--- src/rtl/can_ctl_pkg.sv ---
package can_ctl_pkg;

  // Word addresses of the register port
  localparam logic [1:0] ADDR_MODE   = 2'd0;
  localparam logic [1:0] ADDR_CMD    = 2'd1;
  localparam logic [1:0] ADDR_TIMING = 2'd2;
  localparam logic [1:0] ADDR_ERRCNT = 2'd3;

  localparam int MODE_BITS = 5;
  localparam int CMD_BITS  = 6;

  // Packed so that the LSB matches bit 0 of the written word
  typedef struct packed {
    logic sleep;
    logic singleFilter;
    logic loopback;
    logic listenOnly;
    logic resetMode;
  } modeBits_t;

  typedef struct packed {
    logic busOff;
    logic selfRx;
    logic clrOverrun;
    logic releaseRx;
    logic abort;
    logic tx;
  } cmdBits_t;

  // Control-to-datapath write strobes
  typedef struct packed {
    logic mode;
    logic cmd;
    logic timing;
    logic errc;
  } wrStrobes_t;

endpackage

--- src/rtl/can_ctl_decode.sv ---
module can_ctl_decode
  import can_ctl_pkg::*;
(
  input  logic       wrEn,
  input  logic [1:0] addr,
  output wrStrobes_t wrS
);

  always_comb begin
    wrS        = '0;
    wrS.mode   = wrEn && (addr == ADDR_MODE);
    wrS.cmd    = wrEn && (addr == ADDR_CMD);
    wrS.timing = wrEn && (addr == ADDR_TIMING);
    wrS.errc   = wrEn && (addr == ADDR_ERRCNT);
  end

endmodule

--- src/rtl/can_ctl_regs.sv ---
module can_ctl_regs
  import can_ctl_pkg::*;
#(
  parameter int DATA_W   = 32,
  parameter int TIMING_W = 24
) (
  input  logic                clk,
  input  logic                rstN,
  input  wrStrobes_t          wrS,
  input  logic [1:0]          addr,
  input  logic [TIMING_W-1:0] wrLow,
  output modeBits_t           modeQ,
  output logic [TIMING_W-1:0] timingQ,
  output logic [DATA_W-1:0]   rdData
);

  localparam int MODE_PAD   = DATA_W - MODE_BITS;
  localparam int TIMING_PAD = DATA_W - TIMING_W;

  modeBits_t modeNext;
  modeBits_t wrMode;

  assign wrMode = modeBits_t'(wrLow[MODE_BITS-1:0]);

  always_comb begin
    modeNext = modeQ;
    if (wrS.mode) begin
      modeNext.resetMode  = wrMode.resetMode;
      modeNext.loopback   = wrMode.loopback;
      modeNext.listenOnly = wrMode.listenOnly && !wrMode.loopback;
      if (modeQ.resetMode) begin
        modeNext.sleep        = wrMode.sleep;
        modeNext.singleFilter = wrMode.singleFilter;
      end
    end
  end

  always_ff @(posedge clk) begin
    if (!rstN) begin
      modeQ   <= '{resetMode: 1'b1, default: 1'b0};
      timingQ <= '0;
    end else begin
      modeQ <= modeNext;
      if (wrS.timing && modeQ.resetMode) timingQ <= wrLow;
    end
  end

  always_comb begin
    unique case (addr)
      ADDR_MODE:   rdData = {{MODE_PAD{1'b0}}, modeQ};
      ADDR_TIMING: rdData = {{TIMING_PAD{1'b0}}, timingQ};
      default:     rdData = '0;
    endcase
  end

  // sleep and filter select frozen when written outside reset mode
  a_r3_lock_outside_reset: assert property (@(posedge clk) disable iff (!rstN)
    (wrS.mode && !modeQ.resetMode) |=> ($stable(modeQ.sleep) && $stable(modeQ.singleFilter)));

  // listen-only and loopback exclusive
  a_r4_modes_exclusive: assert property (@(posedge clk) disable iff (!rstN)
    !(modeQ.listenOnly && modeQ.loopback));

  // timing held outside reset mode
  a_r5_timing_locked: assert property (@(posedge clk) disable iff (!rstN)
    !modeQ.resetMode |=> $stable(timingQ));

  // timing changes only through a timing write
  a_r5_timing_needs_write: assert property (@(posedge clk) disable iff (!rstN)
    !wrS.timing |=> $stable(timingQ));

endmodule

--- src/rtl/can_ctl_cmd.sv ---
module can_ctl_cmd
  import can_ctl_pkg::*;
#(
  parameter int DATA_W = 32
) (
  input  logic              clk,
  input  logic              rstN,
  input  wrStrobes_t        wrS,
  input  logic [DATA_W-1:0] wrData,
  input  logic              inReset,
  input  logic              txBusy,
  output cmdBits_t          cmdQ,
  output logic              errClearQ
);

  cmdBits_t cmdGated;
  logic     txBlocked;

  assign txBlocked = inReset || txBusy;

  always_comb begin
    cmdGated = cmdBits_t'(wrData[CMD_BITS-1:0]);
    if (txBlocked) begin
      cmdGated.tx     = 1'b0;
      cmdGated.selfRx = 1'b0;
    end
  end

  always_ff @(posedge clk) begin
    if (!rstN) begin
      cmdQ      <= '0;
      errClearQ <= 1'b0;
    end else begin
      cmdQ      <= wrS.cmd ? cmdGated : '0;
      errClearQ <= wrS.errc && inReset && (wrData == '0);
    end
  end

  // no strobe without a command write
  a_r6_strobe_needs_write: assert property (@(posedge clk) disable iff (!rstN)
    !wrS.cmd |=> (cmdQ == '0));

  // transmit-type strobes suppressed in reset mode or while busy
  a_r8_tx_suppressed: assert property (@(posedge clk) disable iff (!rstN)
    (wrS.cmd && (inReset || txBusy)) |=> (!cmdQ.tx && !cmdQ.selfRx));

  // error clear only after an error-counter write in reset mode
  a_r9_clear_needs_reset_write: assert property (@(posedge clk) disable iff (!rstN)
    !(wrS.errc && inReset) |=> !errClearQ);

endmodule

--- src/rtl/can_ctl_top.sv ---
module can_ctl_top
  import can_ctl_pkg::*;
#(
  parameter int DATA_W   = 32,
  parameter int TIMING_W = 24
) (
  input  logic                clk,
  input  logic                rstN,
  input  logic                wrEn,
  input  logic [1:0]          addr,
  input  logic [DATA_W-1:0]   wrData,
  output logic [DATA_W-1:0]   rdData,
  input  logic                txBusy,
  output logic                txReq,
  output logic                abortReq,
  output logic                releaseRxBuf,
  output logic                clearOverrun,
  output logic                selfRxReq,
  output logic                busOffReq,
  output logic                errClear,
  output logic                resetMode,
  output logic                listenOnly,
  output logic                loopback,
  output logic                singleFilter,
  output logic                sleepMode,
  output logic [TIMING_W-1:0] bitTiming
);

  wrStrobes_t wrS;
  modeBits_t  modeQ;
  cmdBits_t   cmdQ;

  can_ctl_decode uDecode (
    .wrEn (wrEn),
    .addr (addr),
    .wrS  (wrS)
  );

  can_ctl_regs #(.DATA_W(DATA_W), .TIMING_W(TIMING_W)) uRegs (
    .clk     (clk),
    .rstN    (rstN),
    .wrS     (wrS),
    .addr    (addr),
    .wrLow   (wrData[TIMING_W-1:0]),
    .modeQ   (modeQ),
    .timingQ (bitTiming),
    .rdData  (rdData)
  );

  can_ctl_cmd #(.DATA_W(DATA_W)) uCmd (
    .clk       (clk),
    .rstN      (rstN),
    .wrS       (wrS),
    .wrData    (wrData),
    .inReset   (modeQ.resetMode),
    .txBusy    (txBusy),
    .cmdQ      (cmdQ),
    .errClearQ (errClear)
  );

  assign txReq        = cmdQ.tx;
  assign abortReq     = cmdQ.abort;
  assign releaseRxBuf = cmdQ.releaseRx;
  assign clearOverrun = cmdQ.clrOverrun;
  assign selfRxReq    = cmdQ.selfRx;
  assign busOffReq    = cmdQ.busOff;

  assign resetMode    = modeQ.resetMode;
  assign listenOnly   = modeQ.listenOnly;
  assign loopback     = modeQ.loopback;
  assign singleFilter = modeQ.singleFilter;
  assign sleepMode    = modeQ.sleep;

endmodule

--- config.mk ---
export PLATFORM = sky130hd
export DESIGN_NAME = can_ctl_top
export DESIGN_NICKNAME = d
export VERILOG_FILES = /design/src/rtl/can_ctl_pkg.sv /design/src/rtl/can_ctl_decode.sv /design/src/rtl/can_ctl_regs.sv /design/src/rtl/can_ctl_cmd.sv /design/src/rtl/can_ctl_top.sv
export SDC_FILE = /design/constraint.sdc
export NUM_CORES = 1
export LEC_CHECK = 0
export BUFFER_PORTS_ARGS = -buffer_cell sky130_fd_sc_hd__clkbuf_2
export CAP_MARGIN = 10
export CORE_ASPECT_RATIO = 1.5
export CORE_MARGIN = 4
export CORE_UTILIZATION = 39
export DETAILED_ROUTE_END_ITERATION = 7
export HOLD_SLACK_MARGIN = 0.06
export PLACE_DENSITY_LB_ADDON = 0.2
export SYNTH_ARGS = -nofsm -noshare
export SYNTH_HDL_FRONTEND = slang
export SYNTH_HIERARCHICAL = 1
export SYNTH_SLANG_ARGS = --single-unit
export TNS_END_PERCENT = 5
--- constraint.sdc ---
create_clock -name clk -period 0.9 [get_ports clk]
set_input_delay 0 -clock clk [delete_from_list [all_inputs] [get_ports clk]]
set_output_delay 0 -clock clk [all_outputs]
set_load 0.05 [all_outputs]
==> results of run 1 <==
## cells by family (layout without fill, tap and decap cells)
kind of cell	Yosys count	count (layout)	synth area share
AOI/OAI and AO/OA	22	22	0.1026
buffers and inverters	24	145	0.09223
DFF	36	36	0.3994
muxes	11	11	0.06103
other	1	8	0.002078
and+or+nand+nor	106	106	0.3426
## metal layers
| metal | wire length (µm) | vias to the layer above | track usage |
|---|---|---|---|
| met5 | 0 | - | 0 |
| met4 | 194 | 0 | 0.09730 |
| met3 | 311 | 18 | 0.05817 |
| met2 | 3459 | 72 | 0.4150 |
| met1 | 2189 | 926 | 0.2248 |
| li1 | - | 943 | - |
## area by class of cell
type / count / share of cell area
Tap cell: 48 / 0.01789
Clock inverter: 2 / 0.002982
Clock buffer: 6 / 0.02460
Sequential cell: 36 / 0.2292
Timing Repair Buffer: 137 / 0.3951
Multi-Input combinational cell: 147 / 0.3302
## repair_timing
item                       4_1_cts  5_1_grt
hold endpoints to repair        25        2
pin swaps                        3        5
setup endpoints to repair       74       64
resized for setup              127       39
## report_power, final
part / internal [W] / total [W] / switching (W)
Clock: 0.000611 / 0.00118 / 0.000567
Combinational: 0.000388 / 0.000981 / 0.000593
Sequential: 0.00164 / 0.00168 / 0.0000451
## Yosys cell counts
cell      count  area (µm²)
dfxtp_1      36       720.7
nand2_1      32       120.1
nand4_1      23       143.9
o21ai_2      20       175.2
and2_1       19       118.9
mux2i_1      11       110.1
buf_4        10       75.07
buf_2         7       35.03
nor2_1        6       22.52
nor4_1        5       31.28
and3_1        4       25.02
buf_6         4       45.04
clkbuf_1      3       11.26
and3b_1       2       17.52
nor4_2        2       25.02
o21ai_0       2       10.01
and2_4        1       8.760
and3_2        1       7.510
and4_1        1       8.760
and4_2        1       10.01
and4b_1       1       10.01
conb_1        1       3.750
nand3_1       1       5.000
nand3b_1      1       7.510
nand4b_1      1       8.760
nor2b_1       1       6.260
nor2b_4       1       13.76
nor3_1        1       5.000
nor3_2        1       10.01
nor3b_2       1       12.51
## flip-flops by register name, indices dropped and copies added (netlist names)
register and count:
uRegs/modeQ 5, uRegs/timingQ 24, uCmd/errClearQ 1, uCmd/cmdQ 6
## how the worst min path moves through the flow
stage	depth (start not counted)	to
finish	3	uRegs/timingQ[18]
global route	3	uRegs/timingQ[18]
CTS	3	uRegs/timingQ[18]
detailed placement	3	uRegs/timingQ[23]
global placement	3	uRegs/timingQ[23]
floorplan	1	rdData[0]
## per-stage QoR
step           area [µm²]  cells  hold slack, ps  TNS [ps]
2_1_floorplan        1926    207           53.45     -7562
3_3_place_gp         2520    351           264.9     -1468
3_5_place_dp         2520    351           268.3     -2280
4_1_cts              3306    377          -35.00     -2765
5_1_grt              3357    376          -30.59     -4178
6_report             3357    376          -30.38     -2559
## critical path: cells and delay by family (launching register included)
kind | cells | cell delay (ps)
flip-flops | 1 | 380
multiplexers | 1 | 170
AND/OR/NAND/NOR | 1 | 50
buffers and inverters | 1 | 140
==> results by group, run 1 <==
Outcome
  – Outcome: complete, but fails checks
  – Failing checks: hold timing, setup timing

Yosys
  – Post-Syn Area: approximately 1800 µm²
  – Netlist cell types: 30
  – Cells after Synth: 200
  – Syn avg cell area: 9.021 µm²
  – Sequential-to-total area share from yosys stat: 0.3994
  – Syn. warnings: 6
  – #FFs+latches synth: 36

Place
  – GPL Wtd Cong: 0.7917
  – Buffers added on ports: slightly below 100
  – Pre-CTS WS: -99.38 ps
  – Hpwl dp: roughly 4200 µm

Detailed routing
  – Vias per cell: between 5 and 6
  – DRT iter0 DRCs: between 100 and 150
  – Total wire length: 6155 µm
  – DRC viols: 0
  – Avg WL per Cell: roughly 16 µm
  – DR pass1 iterations: 4
  – Antenna Nets Post-Route: 0
  – Via count: approximately 2000

CTS
  – CTS Sinks: 36
  – H-tree Lvls: 2
  – CTS Buffer Depth: 2
  – Clock Latency Late Sink: 280 ps
  – CTS root buf: clkbuf_8
  – Clk slew on worst S/H paths: approximately 70 ps
  – Setup bufs post-CTS: 0
  – CTS Hold Bufs: 18
  – CTS tree: yes
  – TritonCTS Buffers: 5

Die
  – Core Area: roughly 4500 µm²
  – Die height: 91.31 µm
  – Initial Util: 0.4006
  – Die W: 63.54 µm
  – Die area: just under 6000 µm²
  – Row count: 30
  – I/O pin count: 106

Setup path
  – Critical Path End Type: output port
  – Crit path arrival time: 1030 ps
  – Crit-path slowest cell: dfxtp_4
  – Worst Setup EP: rdData[0]
  – WS Path Type: reg2out
  – Max incr delay on CP: roughly 380 ps
  – Startpoint Class: register
  – R2R Setup Slk: -90 ps
  – R2R depth: 2
  – Max FO, Critical Path: 6
  – CP Cell Sequence: mux2i_4, nor2_4, buf_12
  – Critical Path RT: about 900 ps
  – CP Launch Point: uRegs/modeQ[0]
  – R2r startpoint: uRegs/modeQ[0]
  – Terminus of the critical flop-to-flop path: uRegs/timingQ[3]

Final layout
  – Multi-input logic area: around 1100 µm²
  – Core Util, Final: 0.7453
  – Final #Nets: about 370
  – Filler cells: between 300 and 400
  – Synthesis-to-finish area growth: 86.06%
  – Commonest cells after routing, fill and taps aside: clkbuf_2, nand2_1, buf_4
  – Storage element area: between 700 and 800 µm²
  – Layout cell share with drive strength beyond 1: 0.6677
  – Diode count: 0
  – Most common cell after layout, fill and taps aside: clkbuf_2

STA
  – Final slew viol count: 0
  – Crit share post-route: 1.144
  – Final hold vios: 1
  – PnR worst setup slack: -129.3 ps
  – Unrepaired setup endpoints after global routing: yes
  – Hold Slack: -30.38 ps
  – Final setup viols: 48
  – Clock skew: 3.427 ps
  – Min cycle time layout: between 1000 and 1500 ps
  – Fmax: a little under 1000 MHz

Min path
  – Hold_sp: wrData[18]
  – Hold WC Path Type: in2reg

GRT
  – GRT Residual Overflow: 0
  – Number of global-route vias before repair: between 2000 and 2500
  – First-pass GRT wire length: just over 10000 µm
  – Initial antenna violation count: 0
  – Largest net degree at the start of global routing: 33
  – All-Layer GR Usage: 0.2221

Power and ir drop
  – P per Cell Area: ~1100 nW/µm²
  – Pwr Total: 0.003841 W
  – Leakage: ~1.5 nW
  – IR drop worst, VDD: about 0.00069 V

Job
  – Maxcap violations: 0
Power figures use the tool's default switching activity.
==> inputs of run 2 (changes only) <==
- ABC_AREA: not set -> 1
- CORE_UTILIZATION: 39 -> 38
- clock period: 0.9 -> 0.91 ns (I/O delays scaled with it)
==> results by group, run 2 <==
Detailed routing
  – Vias per cell: 4.862 (was 5.210)
  – Avg WL per Cell: 14.59 µm (was 16.37 µm)
  – Total wire length: 6465 µm (was 6155 µm)
  – Via count: 2154 (was 1959)
  – DR pass1 iterations: 4 (unchanged)
  – DRT iter0 DRCs: 124 (was 115)
  – Antenna Nets Post-Route: 0 (unchanged)
  – DRC viols: 0 (unchanged)

Setup path
  – R2r startpoint: uRegs/modeQ[0] (unchanged)
  – R2R Setup Slk: -40 ps (was -90 ps)
  – Terminus of the critical flop-to-flop path: uRegs/timingQ[14] (was uRegs/timingQ[3])
  – Crit path arrival time: 1030 ps (about the same)
  – Critical Path RT: 910 ps (was 900 ps)
  – WS Path Type: reg2out (unchanged)
  – R2R depth: 4 (was 2)
  – Max FO, Critical Path: 3 (was 6)
  – Startpoint Class: register (unchanged)
  – Critical Path End Type: output port (unchanged)

Die
  – Initial Util: 0.3977 (was 0.4006)
  – Core Area: 4282 µm² (was 4504 µm²)
  – Die height: 89.99 µm (was 91.31 µm)
  – Die area: 5638 µm² (was 5801 µm²)
  – I/O pin count: 106 (unchanged)
  – Die W: 62.66 µm (was 63.54 µm)
  – Row count: 29 (was 30)

Place
  – Hpwl dp: 4065 µm (was 4193 µm)
  – Buffers added on ports: 97 (unchanged)
  – Pre-CTS WS: -17.08 ps (was -99.38 ps)
  – GPL Wtd Cong: 0.7914 (was 0.7917)

GRT
  – Initial antenna violation count: 0 (unchanged)
  – All-Layer GR Usage: 0.2285 (was 0.2221)
  – GRT Residual Overflow: 0 (unchanged)
  – Largest net degree at the start of global routing: 25 (was 33)
  – First-pass GRT wire length: 10410 µm (was 10160 µm)
  – Number of global-route vias before repair: 2228 (was 2075)

Final layout
  – Synthesis-to-finish area growth: 93.98% (was 86.06%)
  – Most common cell after layout, fill and taps aside: nand2_1 (was clkbuf_2)
  – Commonest cells after routing, fill and taps aside: nand2_1, clkbuf_2, nand3_1 (was clkbuf_2, nand2_1, buf_4)
  – Layout cell share with drive strength beyond 1: 0.5491 (was 0.6677)
  – Final #Nets: 434 (was 365)
  – Biggest register: uRegs/timingQ (unchanged)
  – Largest register FFs: 24 (unchanged)
  – Top flop regs: uRegs/timingQ: 24 flops, uCmd/cmdQ: 6 flops, uRegs/modeQ: 5 flops (unchanged)
  – Core Util, Final: 0.7715 (was 0.7453)
  – Diode count: 0 (unchanged)

Power and ir drop
  – Pwr Total: 0.003849 W (was 0.003841 W)
  – IR drop worst, VDD: 0.001035 V (was 0.0006931 V)
  – P per Cell Area: 1165 nW/µm² (was 1144 nW/µm²)
  – Leakage: 1.421 nW (was 1.486 nW)

STA
  – Hold Slack: 65.28 ps (was -30.38 ps)
  – Fin Setup TNS: -802.8 ps (was -2559 ps)
  – Clock skew: 4.988 ps (was 3.427 ps)
  – Final slew viol count: 0 (unchanged)
  – Fmax: around 970 MHz
  – Unrepaired setup endpoints after global routing: yes (unchanged)
  – PnR worst setup slack: -117.1 ps (was -129.3 ps)
  – Final hold vios: 0 (was 1)
  – Final setup viols: 36 (was 48)
  – Crit share post-route: 1.129
  – Min cycle time layout: approximately 1000 ps

Yosys
  – Top post-synthesis cells by area: dfxtp_1, nor2_1, nand2_1 (was dfxtp_1, o21ai_2, nand4_1)
  – Count leader, synth: nor2_1 (was dfxtp_1)
  – Syn avg cell area: 6.600 µm² (was 9.021 µm²)
  – Asr flop ratio synth: 0 (unchanged)
  – Syn. warnings: 6 (unchanged)
  – Post-Syn Area: 1703 µm² (was 1804 µm²)
  – Cells after Synth: 258 (was 200)
  – EDFF count, synth: 0 (unchanged)
  – Largest area contributor in the netlist: dfxtp_1 (unchanged)
  – Sequential-to-total area share from yosys stat: 0.4232 (was 0.3994)
  – Synth top area share: 0.4232 (was 0.3994)
  – Netlist cell types: 17 (was 30)
  – Commonest cells in the netlist: nor2_1, nand2_1, dfxtp_1, nand3_1, inv_1 (was dfxtp_1, nand2_1, nand4_1, o21ai_2, and2_1)
  – Main flop type after synthesis: dfxtp_1 (unchanged)
  – #FFs+latches synth: 36 (unchanged)

CTS
  – CTS tree: yes (unchanged)
  – Clock Latency Late Sink: 290 ps (was 280 ps)
  – Clk slew on worst S/H paths: 70 ps (about the same)
  – CTS root buf: clkbuf_8 (unchanged)
  – TritonCTS Buffers: 5 (unchanged)
  – CTS Buffer Depth: 2 (unchanged)
  – CTS Sinks: 36 (unchanged)
  – H-tree Lvls: 2 (unchanged)

Min path
  – Worst hold path depth: 5 (was 3)
  – WHS Endpoint: uCmd/errClearQ (was uRegs/timingQ[18])
  – Hold WC Path Type: in2reg (unchanged)
  – Hold_sp: rstN (was wrData[18])

Outcome
  – Outcome: complete, but fails checks (unchanged)
  – Failing checks: setup timing (was hold timing, setup timing)

Job
  – Maxcap violations: 0 (unchanged)
[run 2: cells by family after synthesis]
group                  count (synthesis)  share of synthesized area
DFF                                   36                     0.4232
buffers and inverters                 51                     0.1455
other                                  1                   0.002202
and+or+nand+nor                      142                     0.3468
AOI/OAI and AO/OA                     28                    0.08229
[run 2: worst max-delay path, stage by stage, from the launching register on]
cell and delay [ps]:
dfxtp_2 360, nand3_2 110, nand2_2 120, buf_8 150
[run 2: routing by layer]
layer  wire (µm)  track usage
met1        2274       0.2424
met2        3618       0.4141
met3         403      0.06110
met4         168       0.1031
met5           0            0
[run 2: layout make-up]
class                      instances  area [µm²]
inverter                          31       116.4
clock buffer                       8       90.09
sequential                        36       759.5
multi-input combinational        178       985.9
timing repair buffer             144        1294
fill                             311       978.4
tap                               46       57.56
[run 2: worst max path at each step]
| stage | startpoint | end | slack, ps | depth (start not counted) |
|---|---|---|---|---|
| global placement | addr[0] | rdData[7] | 7 | 7 |
| detailed placement | uRegs/modeQ[0] | uCmd/cmdQ[4] | -20 | 2 |
| finish | uRegs/timingQ[2] | rdData[2] | -120 | 3 |
| global route | uRegs/timingQ[2] | rdData[2] | -150 | 3 |
| floorplan | uRegs/timingQ[12] | rdData[12] | -170 | 2 |
| CTS | uRegs/modeQ[0] | rdData[0] | -100 | 3 |
[run 2: report_power, final]
part           internal, W  leakage, nW  switching [W]
combinational     0.000385         1.07       0.000627
sequential         0.00163        0.305      0.0000454
clock             0.000617       0.0455       0.000546
[run 2: repair_timing]
item,CTS,global route
gates cloned,0,0
buffers inserted,2,0
setup endpoints to repair,52,61
endpoints found under the hold margin,36,0
hold buffers,28,0
pin swaps,27,15
gates resized for setup,113,57
[run 2: through the flow]
stage / instance area [µm²] / instances
3_3_place_gp: 2497 / 405
6_report: 3303 / 443
4_1_cts: 3189 / 443
5_1_grt: 3303 / 443
3_5_place_dp: 2497 / 405
2_1_floorplan: 1893 / 265
==> inputs of run 3 (changes only) <==
- CORE_MARGIN: 4 -> not set
==> results by group, run 3 (same netlist as run 2, synthesis figures left out) <==
STA
  – Final setup viols: 46 (was 36)
  – Min cycle time layout: 1033 ps (was 1027 ps)
  – Unrepaired setup endpoints after global routing: yes (unchanged)
  – Final slew viol count: 0 (unchanged)
  – Clock skew: 7.255 ps (was 4.988 ps)
  – PnR worst setup slack: -122.9 ps (was -117.1 ps)
  – Crit share post-route: 1.135 (was 1.129)
  – Final hold vios: 2 (was 0)
  – Fmax: 968.2 MHz (was 973.6 MHz)
  – Hold Slack: -9.781 ps (was 65.28 ps)

Setup path
  – R2r startpoint: uRegs/modeQ[0] (unchanged)
  – Crit path arrival time: 1250 ps (was 1030 ps)
  – Terminus of the critical flop-to-flop path: uCmd/cmdQ[4] (was uRegs/timingQ[14])
  – R2R Setup Slk: -120 ps (was -40 ps)
  – R2R depth: 3 (was 4)
  – Critical Path End Type: register (was output port)
  – WS Path Type: reg2reg (was reg2out)
  – Startpoint Class: register (unchanged)
  – Max FO, Critical Path: 8 (was 3)
  – Critical Path RT: 1130 ps (was 910 ps)

Place
  – Buffers added on ports: 97 (unchanged)
  – Hpwl dp: 3864 µm (was 4065 µm)
  – Dpl cells: 406 (was 405)
  – GPL Wtd Cong: 0.7881 (was 0.7914)

Min path
  – Worst hold path depth: 3 (was 5)
  – WHS Endpoint: uCmd/cmdQ[0] (was uCmd/errClearQ)
  – Hold_sp: txBusy (was rstN)
  – Hold WC Path Type: in2reg (unchanged)

Final layout
  – Synthesis-to-finish area growth: 99.27% (was 93.98%)
  – Layout cell share with drive strength beyond 1: 0.5768 (was 0.5491)
  – Commonest cells after routing, fill and taps aside: clkbuf_2, nand2_1, nand3_1 (was nand2_1, clkbuf_2, nand3_1)
  – Diode count: 0 (unchanged)
  – Biggest register: uRegs/timingQ (unchanged)
  – Core Util, Final: 0.7925 (was 0.7715)
  – Post-route insts no fill: 443 (unchanged)
  – Most common cell after layout, fill and taps aside: clkbuf_2 (was nand2_1)
  – Final #Nets: 434 (unchanged)
  – Largest register FFs: 24 (unchanged)
  – Top flop regs: uRegs/timingQ: 24 flops, uCmd/cmdQ: 6 flops, uRegs/modeQ: 5 flops (unchanged)

GRT
  – Largest net degree at the start of global routing: 28 (was 25)
  – GRT Residual Overflow: 0 (unchanged)
  – All-Layer GR Usage: 0.2670 (was 0.2285)
  – Number of global-route vias before repair: 2089 (was 2228)
  – Initial antenna violation count: 0 (unchanged)
  – First-pass GRT wire length: 9811 µm (was 10410 µm)

Die
  – Initial Util: 0.3977 (unchanged)
  – Row count: 29 (unchanged)
  – Core Area: 4282 µm² (unchanged)
  – I/O pin count: 106 (unchanged)
  – Die height: 83.99 µm (was 89.99 µm)
  – Die W: 56.66 µm (was 62.66 µm)
  – Die area: 4759 µm² (was 5638 µm²)

Outcome
  – Outcome: complete, but fails checks (unchanged)
  – Failing checks: DRC, hold timing, setup timing (was setup timing)

Detailed routing
  – Avg WL per Cell: 14.64 µm (was 14.59 µm)
  – Antenna Nets Post-Route: 0 (unchanged)
  – Vias per cell: 4.973 (was 4.862)
  – DRC viols: 23 (was 0)
  – DR pass1 iterations: 6 (was 4)
  – DRT iter0 DRCs: 119 (was 124)
  – Total wire length: 6487 µm (was 6465 µm)
  – Via count: 2203 (was 2154)

CTS
  – Clock Latency Late Sink: 290 ps (about the same)
  – TritonCTS Buffers: 5 (unchanged)
  – H-tree Lvls: 2 (unchanged)
  – CTS Sinks: 36 (unchanged)
  – CTS tree: yes (unchanged)
  – CTS root buf: clkbuf_8 (unchanged)
  – CTS Buffer Depth: 2 (unchanged)
  – Clk slew on worst S/H paths: 70 ps (about the same)
  – CTS Hold Bufs: 27 (was 28)

Power and ir drop
  – P per Cell Area: 1150 nW/µm² (was 1165 nW/µm²)
  – IR drop worst, VDD: 0.001036 V (was 0.001035 V)
  – Leakage: 1.455 nW (was 1.421 nW)

Job
  – Maxcap violations: 0 (unchanged)
## run 3: cell count changes in the layout (fill, tap and decap cells not counted), moves of 3 or more
cell and delta:
a21oi_1 -6, a21oi_2 +6, buf_4 -3, nor2_1 +3
nor2_2 -3
## run 3: worst max-delay path by stage
stage / start / cells after the start / endpoint / slack [ps]
after floorplan: uRegs/timingQ[12] / 2 / rdData[12] / -170
after global placement: addr[1] / 7 / uRegs/timingQ[12] / -30
after detailed placement: addr[1] / 6 / uRegs/timingQ[7] / -70
after CTS: uRegs/modeQ[0] / 3 / uCmd/cmdQ[0] / -100
after global routing: wrData[15] / 7 / uCmd/errClearQ / -140
final: uRegs/modeQ[0] / 3 / uCmd/cmdQ[4] / -120
## run 3: power by group
group          internal (W)  switching (W)
logic              0.000403       0.000649
registers           0.00163      0.0000456
clock network      0.000604       0.000573
## run 3: stage by stage
step	power [W]	setup slack (ps)	instance area [µm²]	hold slack, ps	TNS (ps)
floorplan	0.002250	-169.1	1893	83.40	-5024
CTS	0.003838	-100.7	3219	-35.43	-2424
global placement	0.002502	-25.80	2517	259.5	-473.6
global route	0.004046	-141.3	3393	-24.93	-4275
detailed placement	0.002510	-72.68	2517	263.6	-1158
finish	0.003904	-122.9	3393	-9.781	-2564
## run 3: cell type report
type                    count  area [µm²]
flip-flops and latches     36       759.5
clock buffers               6       82.58
repair buffers            144        1339
well taps                  46       57.56
fillers                   294       888.4
multi-input cells         178        1028
inverters                  31       116.4
clock inverters             2       10.01
## run 3: per-layer routing
metal | up-vias | track usage | routed length [µm]
li1 | 1063 | - | -
met1 | 1032 | 0.2968 | 2332
met2 | 100 | 0.4989 | 3647
met3 | 8 | 0.04651 | 418
met4 | 0 | 0.08409 | 89
met5 | - | 0 | 0
## run 3: repair_timing
action | CTS | global route
cloned | 0 | 1
hold endpoints to repair | 36 | 2
setup endpoints to repair | 57 | 67
resized for setup | 114 | 69
pin swaps | 24 | 1
buffers inserted | 1 | 0
## run 3: worst max-delay path, cell delays in order, from the launching register on
cell and delay, ps:
dfxtp_4 370, buf_12 140, or3_4 370, nor2_1 80
